**config.mk**
```make
export PLATFORM = sky130hd
export DESIGN_NAME = fifo_lane_port
export DESIGN_NICKNAME = d
export VERILOG_FILES = /design/src/rtl/lane_port_pkg.sv /design/src/rtl/lane_ptr.sv /design/src/rtl/rx_lane_unpack.sv /design/src/rtl/tx_lane_pack.sv /design/src/rtl/fifo_lane_port.sv
export SDC_FILE = /design/constraint.sdc
export NUM_CORES = 1
export LEC_CHECK = 0
export BUFFER_PORTS_ARGS = -buffer_cell sky130_fd_sc_hd__buf_2
export CORE_UTILIZATION = 60
export CTS_CLUSTER_DIAMETER = 200
export CTS_CLUSTER_SIZE = 25
export DETAILED_ROUTE_END_ITERATION = 16
export GPL_ROUTABILITY_DRIVEN = 0
export PLACE_DENSITY = 0.88
export SLEW_MARGIN = 5
export SYNTH_ARGS = -nofsm -noshare
export SYNTH_HDL_FRONTEND = slang
export SYNTH_HIERARCHICAL = 1
export SYNTH_SLANG_ARGS = --single-unit
export TNS_END_PERCENT = 100
```
**constraint.sdc**
```tcl
create_clock -name clk -period 11.1 [get_ports clk]
set_input_delay 1.665 -clock clk [delete_from_list [all_inputs] [get_ports clk]]
set_output_delay 1.665 -clock clk [all_outputs]
set_load 0.01 [all_outputs]
```
**src/rtl/lane_port_pkg.sv**
```systemverilog
package lane_port_pkg;

    localparam int unsigned WORD_W_DEF = 32;
    localparam int unsigned LANE_W_DEF = 8;

    // Physical lane slot for a given sequence position.
    function automatic int unsigned lane_slot(
        input int unsigned pos,
        input int unsigned count,
        input logic        msb_first
    );
        return msb_first ? (count - 1 - pos) : pos;
    endfunction

endpackage

```
**src/rtl/lane_ptr.sv**
```systemverilog
module lane_ptr #(
    parameter int unsigned NL = 4,
    localparam int unsigned PW = (NL > 1) ? $clog2(NL) : 1
) (
    input  logic          clk,
    input  logic          rst_n,
    input  logic          clr,
    input  logic          adv,
    input  logic [PW-1:0] last_idx,
    output logic [PW-1:0] ptr,
    output logic          at_last
);

    typedef struct packed {
        logic [PW-1:0] ptr;
    } ptr_state_t;

    ptr_state_t st_d, st_q;

    assign ptr     = st_q.ptr;
    assign at_last = (st_q.ptr == last_idx);

    always_comb begin
        st_d = st_q;
        if (clr) begin
            st_d.ptr = '0;
        end else if (adv) begin
            st_d.ptr = at_last ? '0 : st_q.ptr + 1'b1;
        end
    end

    always_ff @(posedge clk or negedge rst_n) begin
        if (!rst_n) begin
            st_q <= '0;
        end else begin
            st_q <= st_d;
        end
    end

    assert_clear_ptr_R8: assert property (@(posedge clk) disable iff (!rst_n)
        clr |=> (ptr == '0));

    assert_wrap_after_last_R4: assert property (@(posedge clk) disable iff (!rst_n)
        (adv && at_last && !clr) |=> (ptr == '0));

    assert_hold_idle_R6: assert property (@(posedge clk) disable iff (!rst_n)
        (!adv && !clr) |=> $stable(ptr));

endmodule

```
**src/rtl/rx_lane_unpack.sv**
```systemverilog
module rx_lane_unpack
    import lane_port_pkg::*;
#(
    parameter int unsigned WORD_W = WORD_W_DEF,
    parameter int unsigned LANE_W = LANE_W_DEF,
    localparam int unsigned NL = WORD_W / LANE_W,
    localparam int unsigned NW = NL / 2,
    localparam int unsigned BW = 2 * LANE_W,
    localparam int unsigned PW = (NL > 1) ? $clog2(NL) : 1
) (
    input  logic              clk,
    input  logic              rst_n,
    input  logic              mode_wide,
    input  logic              msb_first,
    input  logic              bus_rd,
    input  logic              rx_dis,
    input  logic              rx_empty,
    input  logic [WORD_W-1:0] rx_data,
    output logic              rx_pop,
    output logic [BW-1:0]     bus_rdata
);

    typedef struct packed {
        logic [BW-1:0] rdata;
    } rx_state_t;

    rx_state_t st_d, st_q;

    logic [PW-1:0] ptr;
    logic          at_last;
    logic [PW-1:0] last_idx;
    logic          rd_take;
    int unsigned   slot;
    int unsigned   shamt;
    logic [BW-1:0] lane_val;

    assign last_idx = mode_wide ? PW'(NW - 1) : PW'(NL - 1);
    assign rd_take  = bus_rd && !rx_empty && !rx_dis;
    assign rx_pop   = rd_take && at_last;

    lane_ptr #(.NL(NL)) u_rd_ptr (
        .clk      (clk),
        .rst_n    (rst_n),
        .clr      (rx_dis),
        .adv      (rd_take),
        .last_idx (last_idx),
        .ptr      (ptr),
        .at_last  (at_last)
    );

    always_comb begin
        slot  = lane_slot(int'(ptr), mode_wide ? NW : NL, msb_first);
        shamt = slot * (mode_wide ? BW : LANE_W);
        if (mode_wide) begin
            lane_val = BW'(rx_data >> shamt);
        end else begin
            lane_val = {{(BW - LANE_W){1'b0}}, LANE_W'(rx_data >> shamt)};
        end
    end

    always_comb begin
        st_d = st_q;
        if (bus_rd && !rx_dis) begin
            st_d.rdata = rx_empty ? '0 : lane_val;
        end
    end

    always_ff @(posedge clk or negedge rst_n) begin
        if (!rst_n) begin
            st_q <= '0;
        end else begin
            st_q <= st_d;
        end
    end

    assign bus_rdata = st_q.rdata;

    assert_empty_read_zero_R6: assert property (@(posedge clk) disable iff (!rst_n)
        (bus_rd && rx_empty && !rx_dis) |=> (bus_rdata == '0));

    assert_pop_needs_word_R4: assert property (@(posedge clk) disable iff (!rst_n)
        rx_pop |-> (!rx_empty && bus_rd));

    assert_narrow_upper_zero_R1: assert property (@(posedge clk) disable iff (!rst_n)
        (bus_rd && !mode_wide && !rx_dis) |=> (bus_rdata[BW-1:LANE_W] == '0));

endmodule

```
**src/rtl/tx_lane_pack.sv**
```systemverilog
module tx_lane_pack
    import lane_port_pkg::*;
#(
    parameter int unsigned WORD_W = WORD_W_DEF,
    parameter int unsigned LANE_W = LANE_W_DEF,
    localparam int unsigned NL = WORD_W / LANE_W,
    localparam int unsigned NW = NL / 2,
    localparam int unsigned BW = 2 * LANE_W,
    localparam int unsigned PW = (NL > 1) ? $clog2(NL) : 1
) (
    input  logic              clk,
    input  logic              rst_n,
    input  logic              mode_wide,
    input  logic              msb_first,
    input  logic              bus_wr,
    input  logic [BW-1:0]     bus_wdata,
    input  logic              tx_dis,
    input  logic              tx_full,
    output logic              tx_push,
    output logic [WORD_W-1:0] tx_data,
    output logic              tx_ovf
);

    typedef struct packed {
        logic [WORD_W-1:0] gather;
        logic              push;
        logic [WORD_W-1:0] data;
        logic              ovf;
    } tx_state_t;

    tx_state_t st_d, st_q;

    logic [PW-1:0]     ptr;
    logic              at_last;
    logic [PW-1:0]     last_idx;
    logic              wr_take;
    int unsigned       slot;
    int unsigned       shamt;
    logic [WORD_W-1:0] lane_mask;
    logic [WORD_W-1:0] lane_bits;
    logic [WORD_W-1:0] merged;

    assign last_idx = mode_wide ? PW'(NW - 1) : PW'(NL - 1);
    assign wr_take  = bus_wr && !tx_dis;

    lane_ptr #(.NL(NL)) u_wr_ptr (
        .clk      (clk),
        .rst_n    (rst_n),
        .clr      (tx_dis),
        .adv      (wr_take),
        .last_idx (last_idx),
        .ptr      (ptr),
        .at_last  (at_last)
    );

    always_comb begin
        slot  = lane_slot(int'(ptr), mode_wide ? NW : NL, msb_first);
        shamt = slot * (mode_wide ? BW : LANE_W);
        if (mode_wide) begin
            lane_mask = WORD_W'({BW{1'b1}}) << shamt;
            lane_bits = WORD_W'(bus_wdata) << shamt;
        end else begin
            lane_mask = WORD_W'({LANE_W{1'b1}}) << shamt;
            lane_bits = WORD_W'(bus_wdata[LANE_W-1:0]) << shamt;
        end
        merged = (st_q.gather & ~lane_mask) | lane_bits;
    end

    always_comb begin
        st_d      = st_q;
        st_d.push = 1'b0;
        if (tx_dis) begin
            st_d.gather = '0;
        end else if (wr_take) begin
            st_d.gather = merged;
            if (at_last) begin
                if (tx_full) begin
                    st_d.ovf = 1'b1;
                end else begin
                    st_d.push = 1'b1;
                    st_d.data = merged;
                end
            end
        end
    end

    always_ff @(posedge clk or negedge rst_n) begin
        if (!rst_n) begin
            st_q <= '0;
        end else begin
            st_q <= st_d;
        end
    end

    assign tx_push = st_q.push;
    assign tx_data = st_q.data;
    assign tx_ovf  = st_q.ovf;

    assert_ovf_sticky_R7: assert property (@(posedge clk) disable iff (!rst_n)
        tx_ovf |=> tx_ovf);

    assert_drop_when_full_R7: assert property (@(posedge clk) disable iff (!rst_n)
        (wr_take && at_last && tx_full) |=> (!tx_push && tx_ovf));

    assert_push_after_final_R5: assert property (@(posedge clk) disable iff (!rst_n)
        (wr_take && at_last && !tx_full) |=> tx_push);

    assert_push_single_R5: assert property (@(posedge clk) disable iff (!rst_n)
        tx_push |=> !tx_push);

endmodule

```
**src/rtl/fifo_lane_port.sv**
```systemverilog
module fifo_lane_port
    import lane_port_pkg::*;
#(
    parameter int unsigned WORD_W = WORD_W_DEF,
    parameter int unsigned LANE_W = LANE_W_DEF,
    localparam int unsigned BW = 2 * LANE_W
) (
    input  logic              clk,
    input  logic              rst_n,
    input  logic              mode_wide,
    input  logic              msb_first,
    input  logic              bus_rd,
    input  logic              bus_wr,
    input  logic [BW-1:0]     bus_wdata,
    output logic [BW-1:0]     bus_rdata,
    input  logic              rx_dis,
    input  logic              tx_dis,
    input  logic              rx_empty,
    input  logic [WORD_W-1:0] rx_data,
    output logic              rx_pop,
    input  logic              tx_full,
    output logic              tx_push,
    output logic [WORD_W-1:0] tx_data,
    output logic              rx_req_n,
    output logic              tx_req_n,
    output logic              tx_ovf
);

    rx_lane_unpack #(.WORD_W(WORD_W), .LANE_W(LANE_W)) u_rx (
        .clk       (clk),
        .rst_n     (rst_n),
        .mode_wide (mode_wide),
        .msb_first (msb_first),
        .bus_rd    (bus_rd),
        .rx_dis    (rx_dis),
        .rx_empty  (rx_empty),
        .rx_data   (rx_data),
        .rx_pop    (rx_pop),
        .bus_rdata (bus_rdata)
    );

    tx_lane_pack #(.WORD_W(WORD_W), .LANE_W(LANE_W)) u_tx (
        .clk       (clk),
        .rst_n     (rst_n),
        .mode_wide (mode_wide),
        .msb_first (msb_first),
        .bus_wr    (bus_wr),
        .bus_wdata (bus_wdata),
        .tx_dis    (tx_dis),
        .tx_full   (tx_full),
        .tx_push   (tx_push),
        .tx_data   (tx_data),
        .tx_ovf    (tx_ovf)
    );

    assign rx_req_n = rx_empty;
    assign tx_req_n = tx_full;

    assert_no_pop_when_idle_R4: assert property (@(posedge clk) disable iff (!rst_n)
        rx_pop |-> !rx_req_n);

endmodule

```
==> results of run 1 <==
-- critical path, stage by stage --
cell and delay (ns):
buf_2 0.47, ha_1 0.37, nand3_1 0.23, inv_1 0.12
ha_1 0.27, ha_1 0.22, ha_1 0.21, fa_1 0.42
ha_1 0.22, nand2b_1 0.15, ha_1 0.20, nand2b_1 0.15
ha_1 0.28, nor4_2 0.29, o2111a_1 0.24, a21boi_2 0.76
nand4_1 0.20, a21oi_1 0.22
-- flip-flops by register name (all words and copies together), names as in the netlist --
name	flops
u_tx/st_q	32
u_tx/tx_data	32
u_rx/bus_rdata	16
u_rx/u_rd_ptr/ptr	2
u_tx/u_wr_ptr/ptr	2
u_tx/tx_ovf	1
u_tx/tx_push	1
-- layout make-up --
cell class                 instances  area [µm²]  share of cell area
clock buffer                      10         138              0.0229
tap                              108         135              0.0225
clock inverter                     6        75.1              0.0125
sequential                        86        2150               0.359
multi-input combinational        374        2870               0.477
inverter                          18        67.6              0.0113
timing repair buffer             112         568              0.0947
-- cell families (layout without fill, tap and decap cells) --
family | after synthesis | count (layout) | share of synthesized area
adder cells (fa/ha/maj) | 33 | 33 | 0.0804
AO/OA/AOI/OAI | 177 | 177 | 0.238
multiplexers | 11 | 11 | 0.0414
flip-flops | 86 | 86 | 0.391
buffers and inverters | 84 | 146 | 0.0943
other | 4 | 12 | 0.00273
XOR/XNOR | 6 | 6 | 0.00954
AND/OR/NAND/NOR | 135 | 135 | 0.142
-- final timing paths --
check / slack (ns) / start / depth (start not counted) / endpoint
min in group asynchronous: 1.49 / rst_n / 1 / u_tx/tx_data[12]$_DFFE_PN0P_
max in group asynchronous: 8.91 / rst_n / 1 / u_rx/bus_rdata[2]$_DFFE_PN0P_
worst max-delay path: 4.66 / mode_wide / 18 / u_tx/st_q[37]$_DFFE_PN0P_
worst min-delay path: 0.50 / u_tx/tx_ovf$_DFFE_PN0P_ / 1 / u_tx/tx_ovf$_DFFE_PN0P_
worst max register to register: 6.11 / u_tx/u_wr_ptr/ptr[1]$_DFFE_PN0P_ / 17 / u_tx/st_q[37]$_DFFE_PN0P_
worst min register to register: 0.50 / u_tx/tx_ovf$_DFFE_PN0P_ / 1 / u_tx/tx_ovf$_DFFE_PN0P_
-- power breakdown --
group	switching (µW)	internal, µW
clock network	118	114
registers	18.4	348
logic	108	75.9
-- synthesized netlist by cell type, drive strengths merged (5+ instances only) --
library cell and count:
a21oi 32, a221o 16, a22o 15, a22oi 8, a31oi 27, and2 18, buf 53, clkbuf 13
dfrtp 86, ha 29, inv 18, mux4 8, nand2 15, nand2b 12, nand3 19, nand4 17
nor2 28, o21ai 37, o2bb2ai 16, o31ai 5
-- routing by layer --
layer | vias up | track usage | wire [µm]
met5 | - | 0 | 0
met4 | 0 | 0.0746 | 163
met3 | 18 | 0.0530 | 917
met2 | 252 | 0.482 | 6530
met1 | 2237 | 0.375 | 5340
li1 | 2086 | - | -
-- metrics by stage --
| step | cells | setup WS [ns] | utilization | cell area [µm²] |
|---|---|---|---|---|
| 2_1_floorplan | 544 | 5.24 | - | 5540 |
| 3_3_place_gp | 698 | 4.66 | 0.657 | 5790 |
| 5_1_grt | 714 | 4.35 | 0.681 | 6000 |
| 6_report | 714 | 4.66 | 0.681 | 6000 |
| 4_1_cts | 714 | 4.71 | 0.681 | 6000 |
| 3_5_place_dp | 698 | 4.38 | 0.657 | 5790 |
==> results_dict.tcl, run 1 <==
set metrics [dict create \
    status "complete, but fails checks" \
    violations "DRC" \
    clkTransAtPathRegs_ns 0.09 \
    rsz0062_at_grt "false" \
    synth-main-ff-cell "dfrtp_1" \
    tns_ns 0 \
    die_y_um 97.8 \
    cp.required_ns 11.36 \
    ios 111 \
    fp.dieW_um 97.8 \
    initial_utilization 0.625 \
    worst_pin_slew_ns 1.32 \
    grt_overflow_total 0 \
    final_common_cell "buf_2" \
    drv_slew 0 \
    hold_buffers 0 \
    power_density_mw_per_mm2 130 \
    path_class "in -> reg" \
    synthArstFlopShare 1.00 \
    vias 4593 \
    yosysSeqAreaShare 0.391 \
    synth_top_area_share 0.391 \
    start_kind "input pin" \
    antenna_left 0 \
    setup_viol 0 \
    fin_nets 692 \
    clockBufferDepth 2 \
    avgSynthCellArea_um2 10.3 \
    dieArea_mm2 0.00956 \
    diodes 0 \
    antenna_found_initial 0 \
    finalHoldViolCount 0 \
    yosysWarnings 6 \
    hold_class "reg -> reg" \
    fmax_ghz 0.155 \
    insertion_delay_ns 0.35 \
    port_buffers 110 \
    nFillCells 667 \
    period_share 0.580 \
    grt_max_degree 87 \
    ys_seq_elements 86 \
    worst-path-max-fanout 29 \
    worst_setup_path_end_kind "register" \
    numCtsBuffers 9 \
    clock_skew_ns 0.00787 \
    peakVddDrop_v 0.000109 \
    yosys-top-cells-area "dfrtp_1 (39%), ha_1 (6.6%), buf_4 (5.2%)" \
    via_per_inst 6.43 \
    cp.arrival_ns 6.71 \
    root_buffer "clkbuf_8" \
    mostFrequentLayoutCells "buf_2 (109), dfrtp_1 (86), a21oi_1 (31)" \
    whs_ns 0.498 \
    post_cts_buffers 0 \
    slew_headroom 0.118 \
    dp_hpwl_um 9370 \
    synth_top_cell_by_area "dfrtp_1" \
    power_uw 782 \
    grt_pass1_vias 4458 \
    core_mm2 0.00881 \
    drc 12 \
    drtIter0Drc 260 \
    grt_pass1_wl_um 21900 \
    tritoncts "built" \
    grt_usage 0.283 \
    wl_per_cell_um 18.1 \
    routed_wl_um 13000 \
    period_needed_ns 6.44 \
    power_leakage_uw 0.00302 \
    ctsResizeCount 0 \
    htree_levels 3 \
    max_cap_viol_count 0 \
    syn_to_final_growth_pct 8.98 \
    yosysUniqueCellTypes 75 \
    cts.sinks 86 \
    synth_edf_count 0 \
    first_pass_iters 10 \
    rows 34 \
    syn_area_mm2 0.00551 \
    drive_gt1_frac 0.276 \
    netlist_instances 536 \
]
No activity file was read; power rests on OpenSTA's default activity.
==> run 2: changes to the inputs <==
--- a/config.mk
+++ b/config.mk
@@ -6,12 +6,12 @@
 export NUM_CORES = 1
 export LEC_CHECK = 0
 export BUFFER_PORTS_ARGS = -buffer_cell sky130_fd_sc_hd__buf_2
-export CORE_UTILIZATION = 60
+export CORE_UTILIZATION = 56
 export CTS_CLUSTER_DIAMETER = 200
 export CTS_CLUSTER_SIZE = 25
 export DETAILED_ROUTE_END_ITERATION = 16
 export GPL_ROUTABILITY_DRIVEN = 0
-export PLACE_DENSITY = 0.88
+export PLACE_DENSITY = 0.83
 export SLEW_MARGIN = 5
 export SYNTH_ARGS = -nofsm -noshare
 export SYNTH_HDL_FRONTEND = slang
==> constraint.sdc (replaced) <==
create_clock -name clk -period 6.5 [get_ports clk]
set_input_delay 0.975 -clock clk [delete_from_list [all_inputs] [get_ports clk]]
set_output_delay 0.975 -clock clk [all_outputs]
set_load 0.01 [all_outputs]
==> run 2 against run 1 <==
  * The flow now finishes without violations
  * Global-route usage shrank 2.3 points
  * Hold slack worse by 0.014 ns
  * Worst setup slack lost 3.5 ns
  * Critical path type unchanged
==> results_dict.tcl, run 2 (synthesis gave the netlist of run 1 again) <==
set metrics [dict create \
    rr_endpoint "u_tx/st_q[36]$_DFFE_PN0P_" \
    rows 35 \
    drive_gt1_frac 0.278 \
    ctsResizeCount 0 \
    grt_pass1_vias 4295 \
    cp.arrival_ns 5.55 \
    initial_utilization 0.588 \
    hold_depth 1 \
    fmax_ghz 0.188 \
    period_needed_ns 5.33 \
    grt_overflow_total 0 \
    final_common_cell "buf_2" \
    port_buffers 110 \
    tritoncts "built" \
    fp.dieW_um 101 \
    root_buffer "clkbuf_8" \
    tns_ns 0 \
    via_per_inst 6.12 \
    rr_worst_depth 17 \
    r2r-start "u_tx/u_wr_ptr/ptr[1]$_DFFE_PN0P_" \
    peakVddDrop_v 0.000126 \
    antenna_left 0 \
    slew_headroom 0.155 \
    dieArea_mm2 0.0102 \
    clock_skew_ns 0.0138 \
    final_area_mm2 0.00606 \
    insertion_delay_ns 0.36 \
    rrSetupSlack_ns 1.56 \
    whs_ns 0.484 \
    start_kind "input pin" \
    final_core_util 0.646 \
    drtIter0Drc 255 \
    numCtsBuffers 9 \
    grt_usage 0.261 \
    power_density_mw_per_mm2 226 \
    post_cts_buffers 0 \
    vias 4513 \
    mostFrequentLayoutCells "buf_2 (109), dfrtp_1 (86), a21oi_1 (31)" \
    cts.sinks 86 \
    drv_slew 0 \
    rsz0062_at_grt "false" \
    status "finished clean" \
    diodes 0 \
    worst-path-max-fanout 16 \
    nFillCells 772 \
    holdCritStartpoint "u_tx/tx_ovf$_DFFE_PN0P_" \
    grt_max_degree 87 \
    first_pass_iters 5 \
    hold_buffers 0 \
    clockBufferDepth 2 \
    cp.required_ns 6.72 \
    hold_end "u_tx/tx_ovf$_DFFE_PN0P_" \
    finalHoldViolCount 0 \
    hold_class "reg -> reg" \
    htree_levels 3 \
    fin_nets 694 \
    worst_setup_path_end_kind "register" \
    syn_to_final_growth_pct 9.98 \
    routed_wl_um 12700 \
    clkTransAtPathRegs_ns 0.10 \
    drc 0 \
    setup_viol 0 \
    grt_pass1_wl_um 20800 \
    ios 111 \
    dpl_cell_area_mm2 0.00583 \
    worst_pin_slew_ns 1.27 \
    max_cap_viol_count 0 \
    wl_per_cell_um 17.3 \
    period_share 0.820 \
    antenna_found_initial 0 \
    die_y_um 101 \
    dp_hpwl_um 9130 \
    core_mm2 0.00937 \
    path_class "in -> reg" \
    power_leakage_uw 0.00304 \
]
## run 2: changes by cell type in the layout (fill, tap and decap cells not counted), sizes merged
cell      before  now
clkinv         0    1
buf          112  114
clkbuf        10    9
clkinvlp       1    0
bufinv         1    2
## run 2: where the power goes
group / internal (µW) / total, µW / leakage (µW) / switching (µW)
clock network: 223 / 433 / 0.000117 / 211
registers: 594 / 624 / 0.00115 / 30.1
logic: 131 / 314 / 0.00178 / 183
## run 2: how the worst max path moves through the flow
| stage | start | endpoint |
|---|---|---|
| floorplan | mode_wide | u_tx/st_q[40]$_DFFE_PN0P_ |
| global placement | mode_wide | u_tx/tx_data[24]$_DFFE_PN0P_ |
| detailed placement | mode_wide | u_tx/tx_data[30]$_DFFE_PN0P_ |
| CTS | mode_wide | u_tx/tx_data[30]$_DFFE_PN0P_ |
| global route | mode_wide | u_tx/st_q[58]$_DFFE_PN0P_ |
| finish | mode_wide | u_tx/st_q[36]$_DFFE_PN0P_ |
## run 2: final cells by class
class                   count  area (µm²)  share of cell area
well taps                 129         161              0.0267
repair buffers            114         583              0.0963
multi-input cells         374        2870               0.473
inverters                  18        67.6              0.0112
clock inverters             7         103              0.0169
clock buffers               9         124              0.0205
flip-flops and latches     86        2150               0.355
## run 2: per-layer routing
metal | up-vias | part of all wire | global-route usage
li1 | 2097 | - | -
met1 | 2175 | 0.43 | 0.346
met2 | 222 | 0.48 | 0.422
met3 | 19 | 0.076 | 0.0552
met4 | 0 | 0.017 | 0.0981
met5 | - | 0 | 0
## run 2: worst max-delay path, stage by stage
cell,delay [ns]
buf_2,0.22
ha_1,0.30
nand3_1,0.23
inv_1,0.10
ha_1,0.26
ha_1,0.22
ha_1,0.21
fa_1,0.40
ha_1,0.23
nand2b_1,0.16
ha_1,0.20
nand2b_1,0.16
ha_1,0.29
nor4_2,0.26
nand3_1,0.27
a2111o_1,0.66
o21ai_0,0.31
a21oi_1,0.09
## run 2: through the flow
stage	power, µW	instances	setup slack [ns]
after floorplan	889	544	1.33
after global placement	934	721	1.06
after detailed placement	946	721	0.825
after CTS	1380	737	1.20
after global routing	1440	737	0.821
final	1370	737	1.17
==> run 3: changes to the inputs <==
==> constraint.sdc (replaced) <==
create_clock -name clk -period 5.1 [get_ports clk]
set_input_delay 0.765 -clock clk [delete_from_list [all_inputs] [get_ports clk]]
set_output_delay 0.765 -clock clk [all_outputs]
set_load 0.01 [all_outputs]
==> run 3 against run 2 <==
  * Clock skew is 0.0061 ns lower
  * First-iteration DRC count is 19% lower
  * Design area is 0.54% higher
  * Via count is 1.7% higher
  * Worst setup slack worse by 0.87 ns
  * Final cell count is 0.95% higher
  * Die area stayed put
  * Register-to-register slack worse by 1.2 ns
  * Count of clock-buffer cells in the layout is 1 higher
  * Sequential share of layout area is 0.19 points lower
  * Total power is 23% higher
  * Hold slack better by 0.0065 ns
  * Largest cell class unchanged
  * Largest power group unchanged
  * Highest routed layer unchanged
==> results_dict.tcl, run 3 (synthesis gave the netlist of run 1 again) <==
set metrics [dict create \
    status "finished clean" \
    start_kind "input pin" \
    holdCritStartpoint "u_tx/tx_ovf$_DFFE_PN0P_" \
    antenna_found_initial 0 \
    r2r-start "u_tx/u_wr_ptr/ptr[1]$_DFFE_PN0P_" \
    initial_utilization 0.588 \
    die_y_um 101 \
    final_common_cell "buf_2" \
    wl_per_cell_um 17.4 \
    rows 35 \
    ctsResizeCount 0 \
    period_needed_ns 4.81 \
    fmax_ghz 0.208 \
    first_pass_iters 4 \
    via_per_inst 6.17 \
    rrSetupSlack_ns 0.37 \
    drc 0 \
    root_buffer "clkbuf_8" \
    period_share 0.942 \
    worst_setup_path_end_kind "register" \
    hold_class "reg -> reg" \
    max_cap_viol_count 0 \
    peakVddDrop_v 0.000172 \
    htree_levels 3 \
    worst_pin_slew_ns 1.29 \
    fp.dieW_um 101 \
    numCtsBuffers 9 \
    grt_pass1_wl_um 21500 \
    drive_gt1_frac 0.289 \
    grt_overflow_total 0 \
    routed_wl_um 13000 \
    syn_to_final_growth_pct 10.6 \
    clockBufferDepth 2 \
    worst_path_max_delay_cell "a2111o_2" \
    antenna_left 0 \
    power_uw 1690 \
    tritoncts "built" \
    port_buffers 110 \
    mostFrequentLayoutCells "buf_2 (109), dfrtp_1 (86), a21oi_1 (31)" \
    dpl_cell_area_mm2 0.00588 \
    dp_hpwl_um 9190 \
    power_leakage_uw 0.00306 \
    clock_skew_ns 0.00771 \
    max_stage_delay_ns 0.63 \
    post_cts_buffers 0 \
    rr_worst_depth 16 \
    drtIter0Drc 207 \
    cp_cell_sequence "buf_2 -> ha_1 -> and3_1 -> ha_1 -> ha_1 -> ha_1 -> fa_1 -> ha_1 -> nand2b_1 -> ha_1 -> nand2b_1 -> ha_1 -> nor4_2 -> nand3_1 -> a2111o_2 -> o21ai_0 -> a21oi_1" \
    slew_headroom 0.140 \
    power_density_mw_per_mm2 277 \
    hold_buffers 0 \
    grt_pass1_vias 4524 \
    path_class "in -> reg" \
    final_area_mm2 0.00609 \
    grt_usage 0.268 \
    ios 111 \
    cts.sinks 86 \
    cp_common_cell "ha_1" \
    cp.required_ns 5.31 \
    finalHoldViolCount 0 \
    dieArea_mm2 0.0102 \
    cp.arrival_ns 5.01 \
    rr_endpoint "u_tx/st_q[35]$_DFFE_PN0P_" \
    core_mm2 0.00937 \
    hold_end "u_tx/tx_ovf$_DFFE_PN0P_" \
    worst-path-max-fanout 16 \
    clkTransAtPathRegs_ns 0.09 \
    hold_depth 1 \
    insertion_delay_ns 0.35 \
    vias 4589 \
    drv_slew 0 \
    setup_viol 0 \
    rsz0062_at_grt "false" \
    diodes 0 \
    fin_nets 701 \
    grt_max_degree 87 \
]
-- run 3: area by class of cell --
| class | count | area [µm²] |
|---|---|---|
| clock inverter | 6 | 70.1 |
| tap | 129 | 161 |
| clock buffer | 10 | 128 |
| multi-input combinational | 374 | 2870 |
| timing repair buffer | 121 | 636 |
| inverter | 18 | 67.6 |
| sequential | 86 | 2150 |
| fill | 800 | 3280 |
-- run 3: critical path, delay by kind of cell --
kind                     cells  cell delay (ns)
adder cells (fa/ha/maj)      8             2.14
AO/OA/AOI/OAI                3             0.97
AND/OR/NAND/NOR              5             1.01
buffers and inverters        1             0.13
-- run 3: per-stage QoR --
stage	setup slack (ns)	hold slack, ns	util	setup TNS, ns	instances
3_3_place_gp	0.141	0.450	0.628	0	728
6_report	0.293	0.490	0.650	0	744
4_1_cts	0.282	0.492	0.649	0	744
5_1_grt	0.0219	0.511	0.650	0	744
2_1_floorplan	0.145	0.457	-	0	544
3_5_place_dp	-0.0920	0.460	0.628	-0.603	728
-- run 3: how the worst max path moves through the flow --
stage              start                        end  cells after the start
3_5_place_dp   mode_wide  u_tx/st_q[36]$_DFFE_PN0P_                     17
6_report       mode_wide  u_tx/st_q[35]$_DFFE_PN0P_                     17
4_1_cts        mode_wide  u_tx/st_q[36]$_DFFE_PN0P_                     17
2_1_floorplan  mode_wide  u_tx/st_q[40]$_DFFE_PN0P_                     18
3_3_place_gp   mode_wide  u_tx/st_q[38]$_DFFE_PN0P_                     17
5_1_grt        mode_wide  u_tx/st_q[35]$_DFFE_PN0P_                     17
-- run 3: routing by layer --
layer | vias up | part of all wire | track usage
li1 | 2113 | - | -
met1 | 2216 | 0.42 | 0.337
met2 | 233 | 0.49 | 0.457
met3 | 27 | 0.069 | 0.0538
met4 | 0 | 0.023 | 0.100
met5 | - | 0 | 0
-- run 3: power by group --
part	total (µW)	leakage (µW)	internal (µW)	switching, µW
sequential	796	0.00115	757	39.7
clock	484	0.0000948	231	253
combinational	407	0.00181	173	234
total	1690	0.00306	1160	527
